## config.mk

```make
export PLATFORM = sky130hd
export DESIGN_NAME = temp_conv_ctrl
export DESIGN_NICKNAME = d
export VERILOG_FILES = /design/src/rtl/tconv_pkg.sv /design/src/rtl/tconv_period.sv /design/src/rtl/tconv_spacing.sv /design/src/rtl/tconv_ctrl_fsm.sv /design/src/rtl/temp_conv_ctrl.sv
export SDC_FILE = /design/constraint.sdc
export NUM_CORES = 1
export LEC_CHECK = 0
export CAP_MARGIN = 10
export CORE_MARGIN = 5
export CORE_UTILIZATION = 30
export CTS_CLUSTER_SIZE = 16
export DETAILED_ROUTE_END_ITERATION = 10
export DONT_BUFFER_PORTS = 1
export GPL_ROUTABILITY_DRIVEN = 0
export PLACE_DENSITY = 0.43
export SLEW_MARGIN = 10
export SYNTH_ARGS = -nofsm -noshare
export SYNTH_HDL_FRONTEND = slang
export SYNTH_SLANG_ARGS = --single-unit
```

## constraint.sdc

```tcl
create_clock -name clk -period 5 [get_ports clk]
set_clock_uncertainty 0.1 [all_clocks]
set_input_delay 0.75 -clock clk [delete_from_list [all_inputs] [get_ports clk]]
set_output_delay 0.75 -clock clk [all_outputs]
set_load 0.03 [all_outputs]
```

## src/rtl/tconv_pkg.sv

```systemverilog
package tconv_pkg;
  typedef enum logic {
    ST_IDLE = 1'b0,
    ST_RUN  = 1'b1
  } tconv_state_e;
endpackage

```

## src/rtl/tconv_period.sv

```systemverilog
// Free-running internal schedule: one due pulse every PERIOD_CYCLES cycles.
// Nothing but reset touches this counter.
module tconv_period #(
  parameter int unsigned PERIOD_CYCLES = 2097152
) (
  input  logic clk,
  input  logic rst_n,
  output logic due_o
);
  localparam int unsigned CW = (PERIOD_CYCLES > 1) ? $clog2(PERIOD_CYCLES) : 1;
  localparam logic [CW-1:0] CNT_TOP = CW'(PERIOD_CYCLES - 1);

  logic [CW-1:0] cnt_q, cnt_d;

  always_comb begin
    due_o = (cnt_q == CNT_TOP);
    cnt_d = due_o ? '0 : cnt_q + 1'b1;
  end

  always_ff @(posedge clk or negedge rst_n) begin
    if (!rst_n) cnt_q <= '0;
    else        cnt_q <= cnt_d;
  end
endmodule

```

## src/rtl/tconv_spacing.sv

```systemverilog
// Minimum spacing between engine starts; ok_o is high once MIN_GAP_CYCLES
// cycles have passed since the last launch.
module tconv_spacing #(
  parameter int unsigned MIN_GAP_CYCLES = 32768
) (
  input  logic clk,
  input  logic rst_n,
  input  logic launch_i,
  output logic ok_o
);
  localparam int unsigned CW = $clog2(MIN_GAP_CYCLES + 1);
  localparam logic [CW-1:0] GAP_MAX = CW'(MIN_GAP_CYCLES);

  logic [CW-1:0] cnt_q, cnt_d;
  logic          cnt_en;

  always_comb begin
    ok_o   = (cnt_q == GAP_MAX);
    cnt_en = launch_i || !ok_o;
    cnt_d  = launch_i ? CW'(1) : cnt_q + 1'b1;
  end

  always_ff @(posedge clk or negedge rst_n) begin
    if (!rst_n)      cnt_q <= GAP_MAX;
    else if (cnt_en) cnt_q <= cnt_d;
  end
endmodule

```

## src/rtl/tconv_ctrl_fsm.sv

```systemverilog
// Request bookkeeping and engine handshake.
module tconv_ctrl_fsm
  import tconv_pkg::*;
(
  input  logic clk,
  input  logic rst_n,
  input  logic wr_set_i,
  input  logic due_i,
  input  logic gap_ok_i,
  input  logic eng_done_i,
  output logic launch_o,
  output logic conv_o,
  output logic busy_o,
  output logic start_o
);
  tconv_state_e state_q, state_d;
  logic conv_q, conv_d;
  logic int_pend_q, int_pend_d;
  logic run_user_q, run_user_d;
  logic start_q;
  logic finish;

  always_comb begin
    launch_o   = (state_q == ST_IDLE) && (conv_q || int_pend_q) && gap_ok_i;
    finish     = (state_q == ST_RUN) && eng_done_i;
    state_d    = state_q;
    if (launch_o)    state_d = ST_RUN;
    else if (finish) state_d = ST_IDLE;

    conv_d = conv_q;
    if (wr_set_i && !conv_q)      conv_d = 1'b1;
    else if (finish && run_user_q) conv_d = 1'b0;

    int_pend_d = int_pend_q;
    if (launch_o) int_pend_d = 1'b0;
    if (due_i)    int_pend_d = 1'b1;

    run_user_d = launch_o ? conv_q : run_user_q;
  end

  always_ff @(posedge clk or negedge rst_n) begin
    if (!rst_n) begin
      state_q    <= ST_IDLE;
      conv_q     <= 1'b0;
      int_pend_q <= 1'b0;
      run_user_q <= 1'b0;
      start_q    <= 1'b0;
    end else begin
      state_q    <= state_d;
      conv_q     <= conv_d;
      int_pend_q <= int_pend_d;
      run_user_q <= run_user_d;
      start_q    <= launch_o;
    end
  end

  assign conv_o  = conv_q;
  assign busy_o  = (state_q == ST_RUN);
  assign start_o = start_q;
endmodule

```

## src/rtl/temp_conv_ctrl.sv

```systemverilog
module temp_conv_ctrl #(
  parameter int unsigned PERIOD_CYCLES  = 2097152,
  parameter int unsigned MIN_GAP_CYCLES = 32768
) (
  input  logic clk,
  input  logic rst_n,
  input  logic cfg_wr_en,
  input  logic cfg_wr_conv,
  input  logic eng_done,
  output logic conv_bit,
  output logic busy,
  output logic eng_start
);
  logic due, gap_ok, launch, wr_set;

  assign wr_set = cfg_wr_en && cfg_wr_conv;

  tconv_period #(.PERIOD_CYCLES(PERIOD_CYCLES)) u_period (
    .clk   (clk),
    .rst_n (rst_n),
    .due_o (due)
  );

  tconv_spacing #(.MIN_GAP_CYCLES(MIN_GAP_CYCLES)) u_spacing (
    .clk      (clk),
    .rst_n    (rst_n),
    .launch_i (launch),
    .ok_o     (gap_ok)
  );

  tconv_ctrl_fsm u_fsm (
    .clk        (clk),
    .rst_n      (rst_n),
    .wr_set_i   (wr_set),
    .due_i      (due),
    .gap_ok_i   (gap_ok),
    .eng_done_i (eng_done),
    .launch_o   (launch),
    .conv_o     (conv_bit),
    .busy_o     (busy),
    .start_o    (eng_start)
  );
endmodule

```

# --- Word-level counts from Yosys, hierarchy flattened ---
# Cells that the tools add are included.
word_totals:
  register_bits: 42
  rom_bits: 0
  input_bits: 5
  memories: 0
  word_cells: 33
  ramBits: 0
  latch_bits: 0
classes:
  mux: 8
  n_reduce_logical: 13
  order_cmp: 0
  eq_ne: 2
  mul: 0
  n_addsub: 2
  n_bitwise: 1
  div_mod_pow: 0
  shifts: 0
op_table:
  columns: ["op", "count"]
  rows:
  - ["$add 21x1->21 const B", 1]
  - ["$eq 21x21->1 const B", 1]
  - ["$mux 21", 1]
  - ["$add 16x1->16 const B", 1]
  - ["$eq 16x16->1 const B", 1]
  - ["$mux 16", 1]
  - ["$logic_and 1x1->1", 6]
  - ["$mux 1", 6]
  - ["$reduce_bool 2->1", 3]
  - ["$logic_not 1->1", 2]
  - ["$logic_or 1x1->1", 2]
  - ["$not 1->1", 1]

# --- Depth between registers and ports, before layout ---
depth:
  word_depth: 5
  ltp_mapped: 6
  ltp_nobuf: 6

# --- By module ---
# A second synthesis with hierarchy kept.
hier_totals:
  cells_unflattened: 193
  area_unflattened_um2: 2052.0
by_module_without_submodules:
  columns: ["module", "cells_per_inst", "seq_area_each_um2", "area_each_um2", "instances"]
  rows:
  - ["tconv_period", 93, 525.5, 1012.2, 1]
  - ["tconv_spacing", 84, 401.6, 847.1, 1]
  - ["tconv_ctrl_fsm", 15, 125.1, 186.4, 1]
  - ["temp_conv_ctrl", 1, 0.0, 6.3, 1]

# --- Worst setup path after synthesis ---
# OpenSTA, ideal clock, no wires.
synth_timing:
  path_kind: "reg2reg"
  from: "register u_spacing.cnt_q[0]"
  to: "register u_fsm.run_user_q"
  setup_time_ns: 0.125
  stages_incl_launch_ff: 7
  required_ns: 4.775
  slack_ns: 3.182
  arrival_time_ns: 1.593
  path_cell_list: "dfrtp_1 inv_1 ha_1 nor4b_1 nand4_1 or2_1 mux2_4"
synth_between:
  elab_chain_cells: 2
synth_lines:
  columns: ["item", "line_no", "text"]
  rows:
  - ["from (decl)", "tconv_spacing.sv:14", "logic [CW-1:0] cnt_q, cnt_d;"]
  - ["from (signal assigned)", "tconv_spacing.sv:25", "else if (cnt_en) cnt_q <= cnt_d;"]
  - ["$eq 16x16->1", "tconv_spacing.sv:18", "ok_o = (cnt_q == GAP_MAX);"]
  - ["$logic_and 1x1->1", "tconv_ctrl_fsm.sv:24", "launch_o = (state_q == ST_IDLE) && (conv_q || int_pend_q) && gap_ok_i;"]
  - ["to (signal assigned)", "tconv_ctrl_fsm.sv:52", "run_user_q <= run_user_d;"]
  - ["to (decl)", "tconv_ctrl_fsm.sv:19", "logic run_user_q, run_user_d;"]
# No other way between the ends.
# A chain may end at the register's enable or synchronous reset.

# --- Worst setup path after layout ---
# Ends and elaborated chain as after synthesis.

==> impl_results.html <==
<table>
<tr><th>Metric</th><th>Value</th></tr>
<tr><th colspan="2">Logic synthesis</th></tr>
<tr><td>Most used flip-flop cell after synthesis</td><td>dfrtp_1</td></tr>
<tr><td>Number of flip-flops and latches in the synthesized netlist</td><td>42</td></tr>
<tr><td>Sequential-to-total area share from yosys stat</td><td>between 50% and 60%</td></tr>
<tr><td>Top post-synthesis cells by count</td><td>dfrtp_1, nand2_1, xnor2_1, nand3_1, xor2_1</td></tr>
<tr><td>Synthesized instance count</td><td>173</td></tr>
<tr><td>Most area-consuming cells after synthesis</td><td>dfrtp_1, xnor2_1, xor2_1</td></tr>
<tr><td>Post-Syn Area</td><td>slightly below 2000 µm²</td></tr>
<tr><td>Net count after synthesis</td><td>181</td></tr>
<tr><td>Async SR Flop Fraction</td><td>between 90% and 100%</td></tr>
<tr><td>Number of synthesized flops with an enable pin</td><td>0</td></tr>
<tr><td>Number of distinct library cells after synthesis</td><td>37</td></tr>
<tr><td>Cell type with the highest aggregate area in the netlist</td><td>dfrtp_1</td></tr>
<tr><td>Syn Area/Cell</td><td>11.1 µm²</td></tr>
<tr><td>Share of the synthesized area in the top cell type</td><td>53.2%</td></tr>
<tr><td>Yosys synthesis warning count</td><td>0</td></tr>
<tr><td>Most frequent cell after synthesis</td><td>dfrtp_1</td></tr>
<tr><th colspan="2">Setup path</th></tr>
<tr><td>Worst reg2reg startpoint</td><td>u_spacing.cnt_q[0]$_DFFE_PN0P_</td></tr>
<tr><td>Kind of start point of the critical path</td><td>flip-flop</td></tr>
<tr><td>Crit path DAT</td><td>2.12 ns</td></tr>
<tr><td>Data required time of the critical path</td><td>5.08 ns</td></tr>
<tr><td>R2R setup slack</td><td>~3.0 ns</td></tr>
<tr><td>Worst flop-to-flop path endpoint</td><td>u_fsm.run_user_q$_DFFE_PN0N_</td></tr>
<tr><td>Crit path max fanout</td><td>7</td></tr>
<tr><td>Capturing element type of the critical path</td><td>flip-flop</td></tr>
<tr><td>Reg2Reg Depth</td><td>6</td></tr>
<tr><td>Critical path capture point</td><td>u_fsm.run_user_q$_DFFE_PN0N_</td></tr>
<tr><td>Worst setup startpoint</td><td>u_spacing.cnt_q[0]$_DFFE_PN0P_</td></tr>
<tr><td>Kind of critical path</td><td>reg2reg</td></tr>
<tr><th colspan="2">Floorplan</th></tr>
<tr><td>Core footprint</td><td>6310 µm²</td></tr>
<tr><td>Core Rows</td><td>29</td></tr>
<tr><td>Vertical die dimension</td><td>90.2 µm</td></tr>
<tr><td>Area enclosed by the die boundary</td><td>about 8100 µm²</td></tr>
<tr><td>Number of placed I/O pins</td><td>8</td></tr>
<tr><td>Effective utilization at floorplan</td><td>between 30% and 40%</td></tr>
<tr><td>Chip Width</td><td>90.2 µm</td></tr>
<tr><th colspan="2">Outcome</th></tr>
<tr><td>Status</td><td>completed</td></tr>
<tr><th colspan="2">STA</th></tr>
<tr><td>Achievable clock frequency</td><td>~490 MHz</td></tr>
<tr><td>Fin crit period</td><td>roughly 2.0 ns</td></tr>
<tr><td>Setup violators final</td><td>0</td></tr>
<tr><td>Number of hold violations in the final report</td><td>0</td></tr>
<tr><td>Worst Tran Pin Value</td><td>about 0.52 ns</td></tr>
<tr><td>Worst slew slack as a fraction of its limit</td><td>65.0%</td></tr>
<tr><td>Unrepaired setup endpoints after global routing</td><td>no</td></tr>
<tr><td>Setup TNS Final</td><td>0 ns</td></tr>
<tr><td>Setup ws final</td><td>about 3.0 ns</td></tr>
<tr><td>Count of pins over their slew limit</td><td>0</td></tr>
<tr><td>Period utilisation layout</td><td>40.9%</td></tr>
<tr><th colspan="2">Power and ir drop</th></tr>
<tr><td>Clock power share</td><td>42.9%</td></tr>
<tr><td>Total power divided by cell area</td><td>between 200 and 300 nW/µm²</td></tr>
<tr><td>Combinational share of power</td><td>0.5%</td></tr>
<tr><td>Total net switching power</td><td>119 µW</td></tr>
<tr><td>Switching power as a share of total power</td><td>19.6%</td></tr>
<tr><td>Sequential share of power</td><td>a little under three fifths</td></tr>
<tr><td>Cell-internal power</td><td>491 µW</td></tr>
<tr><td>Leakage</td><td>~0.00096 µW</td></tr>
<tr><td>Maximum ir drop on the vdd rail</td><td>0.118 mV</td></tr>
<tr><th colspan="2">Global route</th></tr>
<tr><td>Global-route wire length before repair</td><td>5.85 mm</td></tr>
<tr><td>Vias in the first global route</td><td>1,253</td></tr>
<tr><td>Maximum number of pins on one net before global-route repair</td><td>43</td></tr>
<tr><td>Overall Global Routing Usage</td><td>8.92%</td></tr>
<tr><td>GR Overflow Total</td><td>0</td></tr>
<tr><td>Number of antenna violations at the first check in global routing</td><td>0</td></tr>
<tr><th colspan="2">Place</th></tr>
<tr><td>Setup Slack @ Placement</td><td>2.92 ns</td></tr>
<tr><td>Placed wire-length estimate after detailed placement</td><td>2.36 mm</td></tr>
<tr><td>Placement Cell Area</td><td>2000 µm²</td></tr>
<tr><td>Cell Count Post-Placement</td><td>247</td></tr>
<tr><td>Input/output buffers</td><td>0</td></tr>
<tr><th colspan="2">CTS</th></tr>
<tr><td>H-tree depth reported by CTS</td><td>2</td></tr>
<tr><td>Clock Root Buffer</td><td>clkbuf_8</td></tr>
<tr><td>Worst-Skew Late Latency</td><td>0.29 ns</td></tr>
<tr><td>CTS tree</td><td>done</td></tr>
<tr><td>Resize count post-CTS</td><td>0</td></tr>
<tr><td>Post-CTS Repair Setup Buffers</td><td>0</td></tr>
<tr><td>Number of buffers between clock root and the deepest sink</td><td>2</td></tr>
<tr><td>Clock tree sinks</td><td>42</td></tr>
<tr><td>Clk slew on worst S/H paths</td><td>0.08 ns</td></tr>
<tr><td>Hold buffer count at CTS</td><td>0</td></tr>
<tr><td>Number of CTS-inserted buffers</td><td>5</td></tr>
<tr><th colspan="2">Finish</th></tr>
<tr><td>Design Area, Final</td><td>2110 µm²</td></tr>
<tr><td>Antenna cell count</td><td>0</td></tr>
<tr><td>Final cell count without fillers</td><td>approximately 260</td></tr>
<tr><td>Fin nets</td><td>185</td></tr>
<tr><td>Syn-to-layout area delta</td><td>9.41%</td></tr>
<tr><td>Fraction of final layout cells with drive strength greater than 1</td><td>8.43%</td></tr>
<tr><th colspan="2">Run</th></tr>
<tr><td>Number of max-cap violations</td><td>0</td></tr>
<tr><th colspan="2">Min path</th></tr>
<tr><td>Type of the tightest min-delay check</td><td>in2async</td></tr>
<tr><th colspan="2">Routing</th></tr>
<tr><td>Number of DRC violations after detailed routing</td><td>0</td></tr>
<tr><td>TritonRoute pass-1 iters</td><td>4</td></tr>
<tr><td>Remaining number of nets flagged by the antenna check after routing</td><td>0</td></tr>
<tr><td>Total wire length</td><td>3.37 mm</td></tr>
<tr><td>DRT iter0 DRCs</td><td>57</td></tr>
<tr><td>DR vias</td><td>1,236</td></tr>
<tr><td>Via/cell ratio</td><td>4.85</td></tr>
<tr><td>Routed wirelength normalized by instance count</td><td>13.2 µm</td></tr>
</table>
## cells by family (layout without fill, tap and decap cells)
kind of cell	after synthesis	after routing	share of synthesized area, %
compound gates	15	15	4.61
mux	3	3	1.82
fa+ha+maj	3	3	1.95
xor+xnor	27	27	12.3
buf+inv	9	14	2.27
simple gates	74	74	22.5
flops	42	42	54.6
## cells in the final DEF, fill, tap and decap left out
cell / n
o21bai_1: 1
o31ai_1: 2
xnor2_1: 16
and3_2: 2
nor2b_1: 1
and4_2: 1
dfrtp_1: 41
mux2i_1: 2
clkbuf_1: 2
nand3_1: 11
or4_1: 1
and4_1: 6
mux2_4: 1
nand4_1: 7
xor2_1: 11
clkbuf_8: 5
nor3_2: 1
nor3b_1: 1
a21o_1: 1
inv_1: 6
dfstp_2: 1
nand2_1: 16
and2_0: 1
nand2b_1: 2
or2_1: 1
nor2_1: 10
o21ai_0: 6
a21oi_2: 1
nor4_1: 2
and3_1: 4
bufinv_16: 1
or4_4: 1
a21oi_1: 4
and2_1: 2
nor4b_1: 1
ha_1: 3
or3_1: 2
nand4_4: 1
## power groups by stage
stage / combinational (µW) / sequential [µW] / clock (µW)
finish: 3.14 / 346 / 262
CTS: 3.39 / 346 / 274
detailed placement: 3.37 / 353 / 0
global route: 3.89 / 346 / 283
global placement: 3.00 / 352 / 0
floorplan: 2.44 / 352 / 0
## worst max-delay path, stage by stage, from the launching register on
cell and delay [ns]:
dfrtp_1 0.41, inv_1 0.09, ha_1 0.16, nor4b_1 0.22, nand4_1 0.27, or2_1 0.36, mux2_4 0.32
## sequential cells by signal, summed over array words and instances (netlist names)
| signal | flops |
|---|---|
| u_fsm.start_o | 1 |
| u_period.cnt_q | 21 |
| u_fsm.conv_o | 1 |
| u_spacing.cnt_q | 16 |
| u_fsm.int_pend_q | 1 |
| u_fsm.busy_o | 1 |
| u_fsm.run_user_q | 1 |
## worst min-delay path by stage
stage | from | end | depth (start not counted)
2_1_floorplan | u_period.cnt_q[0]$_DFF_PN0_ | u_period.cnt_q[0]$_DFF_PN0_ | 1
3_3_place_gp | u_period.cnt_q[0]$_DFF_PN0_ | u_period.cnt_q[0]$_DFF_PN0_ | 1
3_5_place_dp | u_period.cnt_q[0]$_DFF_PN0_ | u_period.cnt_q[0]$_DFF_PN0_ | 1
4_1_cts | rst_n | u_period.cnt_q[14]$_DFF_PN0_ | 0
5_1_grt | rst_n | u_spacing.cnt_q[12]$_DFFE_PN0P_ | 0
6_report | rst_n | u_period.cnt_q[14]$_DFF_PN0_ | 0
## layer usage
layer | GRT usage (%) | up-vias | part of all wire [%]
met3 | 2.75 | 7 | 3.9
met1 | 10.8 | 601 | 48
met4 | 4.09 | 0 | 2.4
met2 | 14.4 | 21 | 46
met5 | 0 | - | 0
li1 | - | 607 | -
## stage by stage
| stage | total power (µW) | hold WS, ns | util (%) |
|---|---|---|---|
| floorplan | 354 | 0.324 | - |
| global placement | 355 | 0.334 | 31.7 |
| detailed placement | 356 | 0.345 | 31.7 |
| CTS | 623 | 0.0300 | 33.4 |
| global route | 633 | 0.0220 | 33.4 |
| finish | 611 | 0.0475 | 33.4 |
## cell type report
cell class              instances  area [µm²]
clock inverters                 1        30.0
flip-flops and latches         42        1050
well taps                      77        96.3
multi-input cells             122         832
inverters                       6        22.5
fillers                       644        4200
clock buffers                   7        76.3
Power figures use the tool's default switching activity.
